`config.mk`:
```
export PLATFORM = sky130hd
export DESIGN_NAME = spmi_cmd_engine
export DESIGN_NICKNAME = d
export VERILOG_FILES = /design/src/rtl/spmi_eng_pkg.sv /design/src/rtl/spmi_op_map.sv /design/src/rtl/spmi_cmd_format.sv /design/src/rtl/spmi_lane_mask.sv /design/src/rtl/spmi_status_decode.sv /design/src/rtl/spmi_cmd_engine.sv
export SDC_FILE = /design/constraint.sdc
export NUM_CORES = 1
export LEC_CHECK = 0
export ABC_CLOCK_PERIOD_IN_PS = 2250
export BUFFER_PORTS_ARGS = -buffer_cell sky130_fd_sc_hd__buf_4
export CORE_MARGIN = 2
export CORE_UTILIZATION = 50
export CTS_BUF_LIST = sky130_fd_sc_hd__clkbuf_4 sky130_fd_sc_hd__clkbuf_8
export DETAILED_ROUTE_END_ITERATION = 10
export PLACE_DENSITY_LB_ADDON = 0.25
export SYNTH_ARGS = -nofsm -noshare
export SYNTH_HDL_FRONTEND = slang
export SYNTH_SLANG_ARGS = --single-unit
```
`constraint.sdc`:
```
create_clock -name clk -period 2.25 [get_ports clk]
set_clock_uncertainty 0.15 [all_clocks]
set_input_delay 0.675 -clock clk [delete_from_list [all_inputs] [get_ports clk]]
set_output_delay 0.675 -clock clk [all_outputs]
set_load 0.02 [all_outputs]
```
`src/rtl/spmi_eng_pkg.sv`:
```
package spmi_eng_pkg;

  typedef enum logic [2:0] {
    RES_OK      = 3'd0,
    RES_INVAL   = 3'd1,
    RES_PERM    = 3'd2,
    RES_IO      = 3'd3,
    RES_TIMEOUT = 3'd4
  } result_t;

  typedef enum logic [3:0] {
    ST_IDLE,
    ST_WD0,
    ST_WD1,
    ST_CMD,
    ST_STAT,
    ST_WAIT,
    ST_RD0,
    ST_RD1
  } eng_state_t;

  localparam logic [7:0] OFS_CMD  = 8'h00;
  localparam logic [7:0] OFS_STAT = 8'h04;
  localparam logic [7:0] OFS_D0   = 8'h08;
  localparam logic [7:0] OFS_D1   = 8'h10;

endpackage

```
`src/rtl/spmi_op_map.sv`:
```
module spmi_op_map
  import spmi_eng_pkg::*;
#(
  parameter int MAX_BYTES = 8,
  localparam int LEN_W = $clog2(MAX_BYTES + 1)
) (
  input  logic             is_write,
  input  logic [7:0]       code,
  input  logic [LEN_W-1:0] len,
  output logic [4:0]       opcode,
  output logic             legal
);

  logic code_ok;

  always_comb begin
    opcode  = 5'd0;
    code_ok = 1'b1;
    if (is_write) begin
      if (code >= 8'h40 && code <= 8'h5F)      opcode = 5'd14;
      else if (code <= 8'h0F)                  opcode = 5'd2;
      else if (code >= 8'h30 && code <= 8'h37) opcode = 5'd0;
      else if (code >= 8'h80)                  opcode = 5'd16;
      else                                     code_ok = 1'b0;
    end else begin
      if (code >= 8'h60 && code <= 8'h7F)      opcode = 5'd15;
      else if (code >= 8'h20 && code <= 8'h2F) opcode = 5'd13;
      else if (code >= 8'h38 && code <= 8'h3F) opcode = 5'd1;
      else                                     code_ok = 1'b0;
    end
  end

  assign legal = code_ok && (len != '0) && (int'(len) <= MAX_BYTES);

endmodule

```
`src/rtl/spmi_cmd_format.sv`:
```
module spmi_cmd_format #(
  parameter int MAX_BYTES = 8,
  localparam int LEN_W = $clog2(MAX_BYTES + 1)
) (
  input  logic [4:0]       opcode,
  input  logic [3:0]       sid,
  input  logic [15:0]      addr,
  input  logic [LEN_W-1:0] len,
  output logic [31:0]      cmd_word
);

  logic [LEN_W-1:0] len_m1;
  assign len_m1 = len - 1'b1;

  assign cmd_word = {opcode, 3'b000, sid, addr, 1'b0, len_m1[2:0]};

endmodule

```
`src/rtl/spmi_lane_mask.sv`:
```
module spmi_lane_mask #(
  parameter int MAX_BYTES = 8,
  localparam int LEN_W = $clog2(MAX_BYTES + 1),
  localparam int DW = 8 * MAX_BYTES
) (
  input  logic [LEN_W-1:0] len,
  output logic [DW-1:0]    mask
);

  for (genvar i = 0; i < MAX_BYTES; i++) begin : g_lane
    assign mask[8*i +: 8] = (int'(len) > i) ? 8'hFF : 8'h00;
  end

endmodule

```
`src/rtl/spmi_status_decode.sv`:
```
module spmi_status_decode
  import spmi_eng_pkg::*;
(
  input  logic [3:0] status,
  output logic       done,
  output result_t    result
);

  assign done = status[0];

  always_comb begin
    if (status[2])      result = RES_PERM;
    else if (status[1]) result = RES_IO;
    else if (status[3]) result = RES_IO;
    else                result = RES_OK;
  end

endmodule

```
`src/rtl/spmi_cmd_engine.sv`:
```
module spmi_cmd_engine
  import spmi_eng_pkg::*;
#(
  parameter int MAX_BYTES     = 8,
  parameter int CYCLES_PER_US = 250,
  parameter int POLL_LIMIT    = 100,
  localparam int LEN_W = $clog2(MAX_BYTES + 1),
  localparam int DW    = 8 * MAX_BYTES,
  localparam int PC_W  = $clog2(POLL_LIMIT + 1),
  localparam int WC_W  = $clog2(CYCLES_PER_US + 1)
) (
  input  logic             clk,
  input  logic             rst,
  input  logic             req_valid,
  input  logic             req_write,
  input  logic [7:0]       req_code,
  input  logic [3:0]       req_sid,
  input  logic [15:0]      req_addr,
  input  logic [LEN_W-1:0] req_len,
  input  logic [DW-1:0]    req_wdata,
  output logic             busy,
  output logic             resp_valid,
  output logic [2:0]       resp_code,
  output logic [DW-1:0]    resp_rdata,
  output logic             bus_req,
  output logic             bus_we,
  output logic [7:0]       bus_addr,
  output logic [31:0]      bus_wdata,
  input  logic             bus_ack,
  input  logic [31:0]      bus_rdata
);

  eng_state_t       state;
  logic [4:0]       opcode;
  logic             legal;
  logic [31:0]      cmd_word;
  logic [DW-1:0]    in_mask;
  logic             st_done;
  result_t          st_result;

  logic             wr_q;
  logic             hi_q;
  logic [31:0]      cmd_q;
  logic [DW-1:0]    wdata_q;
  logic [DW-1:0]    mask_q;
  logic [DW-1:0]    rdata_q;
  logic [PC_W-1:0]  poll_cnt;
  logic [WC_W-1:0]  wait_cnt;
  result_t          code_q;

  spmi_op_map #(.MAX_BYTES(MAX_BYTES)) u_map (
    .is_write (req_write),
    .code     (req_code),
    .len      (req_len),
    .opcode   (opcode),
    .legal    (legal)
  );

  spmi_cmd_format #(.MAX_BYTES(MAX_BYTES)) u_fmt (
    .opcode   (opcode),
    .sid      (req_sid),
    .addr     (req_addr),
    .len      (req_len),
    .cmd_word (cmd_word)
  );

  spmi_lane_mask #(.MAX_BYTES(MAX_BYTES)) u_mask (
    .len  (req_len),
    .mask (in_mask)
  );

  spmi_status_decode u_stat (
    .status (bus_rdata[3:0]),
    .done   (st_done),
    .result (st_result)
  );

  assign busy       = (state != ST_IDLE);
  assign resp_code  = code_q;
  assign resp_rdata = rdata_q;

  always_ff @(posedge clk) begin
    if (rst) begin
      state      <= ST_IDLE;
      resp_valid <= 1'b0;
      code_q     <= RES_OK;
      bus_req    <= 1'b0;
      bus_we     <= 1'b0;
      bus_addr   <= '0;
      bus_wdata  <= '0;
      wr_q       <= 1'b0;
      hi_q       <= 1'b0;
      cmd_q      <= '0;
      wdata_q    <= '0;
      mask_q     <= '0;
      rdata_q    <= '0;
      poll_cnt   <= '0;
      wait_cnt   <= '0;
    end else begin
      resp_valid <= 1'b0;
      case (state)
        ST_IDLE: begin
          if (req_valid) begin
            wr_q     <= req_write;
            hi_q     <= (int'(req_len) > 4);
            cmd_q    <= cmd_word;
            wdata_q  <= req_wdata & in_mask;
            mask_q   <= in_mask;
            rdata_q  <= '0;
            poll_cnt <= '0;
            if (!legal) begin
              resp_valid <= 1'b1;
              code_q     <= RES_INVAL;
            end else if (req_write) begin
              state     <= ST_WD0;
              bus_req   <= 1'b1;
              bus_we    <= 1'b1;
              bus_addr  <= OFS_D0;
              bus_wdata <= req_wdata[31:0] & in_mask[31:0];
            end else begin
              state     <= ST_CMD;
              bus_req   <= 1'b1;
              bus_we    <= 1'b1;
              bus_addr  <= OFS_CMD;
              bus_wdata <= cmd_word;
            end
          end
        end
        ST_WD0: begin
          if (bus_ack) begin
            bus_we <= 1'b1;
            if (hi_q) begin
              state     <= ST_WD1;
              bus_addr  <= OFS_D1;
              bus_wdata <= wdata_q[63:32];
            end else begin
              state     <= ST_CMD;
              bus_addr  <= OFS_CMD;
              bus_wdata <= cmd_q;
            end
          end
        end
        ST_WD1: begin
          if (bus_ack) begin
            state     <= ST_CMD;
            bus_addr  <= OFS_CMD;
            bus_wdata <= cmd_q;
          end
        end
        ST_CMD: begin
          if (bus_ack) begin
            state     <= ST_STAT;
            bus_we    <= 1'b0;
            bus_addr  <= OFS_STAT;
            bus_wdata <= '0;
          end
        end
        ST_STAT: begin
          if (bus_ack) begin
            if (st_done) begin
              if (st_result != RES_OK || wr_q) begin
                state      <= ST_IDLE;
                bus_req    <= 1'b0;
                resp_valid <= 1'b1;
                code_q     <= st_result;
              end else begin
                state    <= ST_RD0;
                bus_addr <= OFS_D0;
              end
            end else if (int'(poll_cnt) == POLL_LIMIT - 1) begin
              state      <= ST_IDLE;
              bus_req    <= 1'b0;
              resp_valid <= 1'b1;
              code_q     <= RES_TIMEOUT;
            end else begin
              state    <= ST_WAIT;
              bus_req  <= 1'b0;
              poll_cnt <= poll_cnt + 1'b1;
              wait_cnt <= WC_W'(CYCLES_PER_US - 1);
            end
          end
        end
        ST_WAIT: begin
          if (wait_cnt == '0) begin
            state    <= ST_STAT;
            bus_req  <= 1'b1;
            bus_we   <= 1'b0;
            bus_addr <= OFS_STAT;
          end else begin
            wait_cnt <= wait_cnt - 1'b1;
          end
        end
        ST_RD0: begin
          if (bus_ack) begin
            rdata_q[31:0] <= bus_rdata & mask_q[31:0];
            if (hi_q) begin
              state    <= ST_RD1;
              bus_addr <= OFS_D1;
            end else begin
              state      <= ST_IDLE;
              bus_req    <= 1'b0;
              resp_valid <= 1'b1;
              code_q     <= RES_OK;
            end
          end
        end
        ST_RD1: begin
          if (bus_ack) begin
            rdata_q[63:32] <= bus_rdata & mask_q[63:32];
            state      <= ST_IDLE;
            bus_req    <= 1'b0;
            resp_valid <= 1'b1;
            code_q     <= RES_OK;
          end
        end
        default: begin
          state   <= ST_IDLE;
          bus_req <= 1'b0;
        end
      endcase
    end
  end

  // no register access while idle
  p_idle_quiet_r9: assert property (@(posedge clk) disable iff (rst)
    (state == ST_IDLE) |-> !bus_req);

  // result is a single-cycle pulse
  p_resp_pulse_r9: assert property (@(posedge clk) disable iff (rst)
    resp_valid |=> !resp_valid);

  // an access is held steady until acknowledged
  p_hold_access_r5: assert property (@(posedge clk) disable iff (rst)
    (bus_req && !bus_ack) |=> (bus_req && $stable(bus_addr) && $stable(bus_we) && $stable(bus_wdata)));

  // rejected requests answer next cycle with no access
  p_reject_nobus_r3: assert property (@(posedge clk) disable iff (rst)
    (req_valid && !busy && !legal) |=> (resp_valid && resp_code == RES_INVAL && !bus_req));

  // poll counter stays inside its bound
  p_poll_bound_r8: assert property (@(posedge clk) disable iff (rst)
    int'(poll_cnt) < POLL_LIMIT);

  // a status without done never ends the transaction with an error code
  p_err_needs_done_r7: assert property (@(posedge clk) disable iff (rst)
    (state == ST_STAT && bus_ack && !bus_rdata[0]) |=> (!resp_valid || resp_code == RES_TIMEOUT));

  // reserved command bits are zero on the command write
  p_cmd_reserved_r4: assert property (@(posedge clk) disable iff (rst)
    (bus_req && bus_we && bus_addr == OFS_CMD) |-> (bus_wdata[26:24] == 3'b000 && !bus_wdata[3]));

endmodule

```
==> summary.md <==
| Metric | Value |
|---|---|
| Share of layout cells above drive strength 1 | 31.2% |
| Hold Vio Cnt, Final | 0 |
| Place WS | -0.483 ns |
| Area Growth Syn to Fin | 32.4% |
| Worst reg2reg endpoint | poll_cnt[3]$_SDFFE_PP0P_ |
| Ordered list of cells on the worst path | nor3_4, inv_4, buf_4 |
| Num CTS Buffers | 17 |
| Routability cong. | about 0.85 |
| Overall power | roughly 0.012 W |
| Number of flops mapped to enable cells by yosys | 0 |
| Crit path time final | about 2.2 ns |
| Post-Synth Simple-Gate Area | approximately a fifth |
| CP max-delay cell | dfxtp_4 |
| Peak VDD IR | about 730 µV |
| Final worst-path cycle share | a little over nine tenths |
| Total number of vias | 9476 |
| I/O Buffers | 235 |
| Arr. time, crit path | between 1 and 1.5 ns |
| Largest family of logic cells by synthesized area | compound AO/OA/AOI/OAI gates |
| First DRT Iteration DRCs | 850 |
| Ports | between 200 and 250 |
| Fin util | between 60 and 70% |
| # fillers | about 1500 |
| Number of core rows | 49 |
| Setup_tns | 0 ns |
| Critical Path Start | state[1]$_SDFFE_PP0P_ |
| Synth Area in Compound Gates | between 20% and 30% |
| Wire per inst | approximately 18 µm |
| Least-Margin Pin Slew | 0.899 ns |
| Initial Util | 51.1% |
| Hold WC Path Type | primary input to flip-flop |
| Non-filler cells, final | 1582 |
| Flop pwr share | a little over a third |
| First-pass GRT wire length | ~46000 µm |
| Library cells used by synthesis | 77 |
| Core footprint | ~0.018 mm² |
| Synth top area share | between 40% and 50% |
| Status | finished, final reports clean |
| Sw Share | ~40% |
| Worst path max stage delay | about 0.38 ns |
| Cts hold-fix bufs | 0 |
| Max-cap violation count | 0 |
| Combinational share of power | a little over two fifths |
| CTS max path bufs | 2 |
| Reg-to-Reg Start | state[2]$_SDFFE_PP0P_ |
| Area of the multi-input gates | around 0.0050 mm² |
| XOR/XNOR Fraction of Synth Area | 1.05% |
| CP Capture Type | output pin |
| Seq cells post-synth | 191 |
| Post-Syn Area | 0.00918 mm² |
| Most area-consuming cells after synthesis | dfxtp_1 42%, a21oi_1 9.0%, nand2_1 6.0% |
| Finish-stage setup viols | 0 |
| PnR worst setup slack | roughly 0.075 ns |
| Dominant synthesized flop cell | dfxtp_1 |
| Post-Syn Instances | ~1100 |
| Antenna viol nets, final | 0 |
| Setup slack, reg-to-reg | around 0.11 ns |
| TritonCTS clock tree | done |
| Kind of critical path | flip-flop to output pin |
| Synth Area in Adders | less than 1% |
| Dpl cells | about 1500 |
| Power density over the cells | slightly below 1000 mW/mm² |
| Wirelength, routed | between 20000 and 30000 µm |
| Yosys warns | 0 |
| CTS Sinks | 191 |
| Worst Reg-to-Reg Cells | 7 |
| Mux cell area share after synthesis | around 3.8% |
| Die H | ~140 µm |
| Post-synthesis sequential area ratio | between 40% and 50% |
| Mean number of vias per cell | around 6 |
| Internal Dissipation | approximately 0.007 W |
| Synth async-reset ratio | 0% |
| Die X | 140 µm |
| Pin count of the biggest net entering global routing | 89 |
| Slew Viols, Final | 0 |
| Clk network pwr share | approximately a fifth |
| Critical Path Sink | busy |
| Sequential cell area | ~0.0038 mm² |
| Largest area contributor in the netlist | dfxtp_1 |
| HPWL after detailed placement | 20600 µm |
| Grt ovf | 0 |
| Slew margin rel. | between 40% and 50% |
| FMAX | roughly 0.46 GHz |
| Total track usage | roughly 29% |
| DR pass1 iterations | 5 |
| DRC | 0 |
| H-tree levels | 4 |
| Worst EP required | 1.42 ns |
| Vias in the first global route | ~8700 |
| Root Driver | clkbuf_8 |
| Clock latency on the worst-skew pair | approximately 0.48 ns |
| Initial antenna violation count | 0 |
| Crit-path max FO | 5 |
| Ant. Diodes | 0 |
| Die area | around 0.02 mm² |
| Syn_area_per_cell | around 8.3 µm² |
| CP Launch Type | flip-flop |
| Clock Pin Slew Worst Setup and Hold Paths | roughly 0.11 ns |
| Psw | between 0.004 and 0.005 W |
| Lkg Pwr | between 4 and 5 nW |
| NumNets Final | around 1500 |
-- cell type report --
type                    instances  area share [%]
repair buffers                327            21.5
clock buffers                  17            1.92
clock inverters                15            1.41
multi-input cells             789            40.9
inverters                      14           0.453
well taps                     229            2.36
flip-flops and latches        191            31.5
-- kinds of logic (layout without fill, tap and decap cells) --
| kind of cell | count (synthesis) | in the layout |
|---|---|---|
| buf+inv | 126 | 373 |
| other cells | 1 | 5 |
| compound gates | 379 | 379 |
| simple gates | 356 | 356 |
| fa+ha+maj | 5 | 5 |
| mux | 33 | 33 |
| xor+xnor | 11 | 11 |
| flops | 191 | 191 |
-- flip-flops by register name, summed over array words and instances (netlist names), 7 cells and up --
signal	cells
mask_q	8
poll_cnt	7
resp_rdata	64
cmd_q	27
wait_cnt	8
bus_wdata	32
wdata_q	32
-- timing repair --
| item | CTS | global route |
|---|---|---|
| setup endpoints to repair | 2 | 52 |
| pin swaps | 0 | 1 |
| resized for setup | 3 | 13 |
| buffers inserted | 0 | 1 |
-- cell usage in the layout, fill, tap and decap left out, drive strengths merged, types with 10 or more instances in the layout --
master and instances:
o31ai 17, mux2i 19, a22o 36, dfxtp 191, nor3 23, a22oi 18, mux2 14, clkbuf 17
o211ai 23, o311ai 18, inv 21, a21o 14, a211oi 10, nor2 34, o41ai 16, buf 327
nor2b 19, o21ai 15, nand3 93, nand2 148, a21oi 166, o22ai 12
-- worst max-delay path, delay by kind of cell, from the launching register on --
family | cells | cell delay, ns
DFF | 1 | 0.38
and+or+nand+nor | 1 | 0.25
buffers and inverters | 2 | 0.23
-- per-layer routing --
| metal | vias to the layer above | part of all wire, % | GRT usage [%] |
|---|---|---|---|
| li1 | 4505 | - | - |
| met1 | 4424 | 43 | 39.4 |
| met2 | 486 | 46 | 46.2 |
| met3 | 61 | 8.5 | 5.16 |
| met4 | 0 | 2.8 | 9.89 |
| met5 | - | 0 | 0 |
-- power groups by stage --
stage	logic [W]	registers, W	clock network, W
6_report	0.00521	0.00431	0.00234
5_1_grt	0.00558	0.00436	0.00250
4_1_cts	0.00509	0.00428	0.00236
3_5_place_dp	0.00507	0.00435	0
3_3_place_gp	0.00502	0.00434	0
2_1_floorplan	0.00299	0.00448	0
-- synth_stat cells (all sizes together) (15+ instances only) --
cell,count
nand2,148
o211ai,23
buf,46
nor3,23
nor2b,19
a21oi,166
mux2i,19
a22oi,18
a22o,36
nor2,34
nand3,93
clkbuf,66
dfxtp,191
o21ai,15
o311ai,18
o31ai,17
o41ai,16
-- worst min-delay path by stage --
stage | startpoint | to | slack, ns | cells past startpoint
after floorplan | mask_q[47]$_SDFFE_PP0P_ | mask_q[47]$_SDFFE_PP0P_ | 0.27 | 1
after global placement | resp_rdata[42]$_SDFFE_PP0P_ | resp_rdata[42]$_SDFFE_PP0P_ | 0.29 | 2
after detailed placement | resp_rdata[46]$_SDFFE_PP0P_ | resp_rdata[46]$_SDFFE_PP0P_ | 0.30 | 2
after CTS | req_wdata[45] | wdata_q[45]$_SDFFE_PP0P_ | 0.22 | 2
after global routing | req_wdata[54] | wdata_q[54]$_SDFFE_PP0P_ | 0.24 | 2
final | req_wdata[45] | wdata_q[45]$_SDFFE_PP0P_ | 0.24 | 2
-- stage by stage --
stage | hold WS [ns] | instance area (µm²)
2_1_floorplan | 0.268 | 9290
3_3_place_gp | 0.288 | 11700
3_5_place_dp | 0.295 | 11700
4_1_cts | 0.215 | 12100
5_1_grt | 0.238 | 12200
6_report | 0.240 | 12200
No activity file was read; power rests on OpenSTA's default activity.
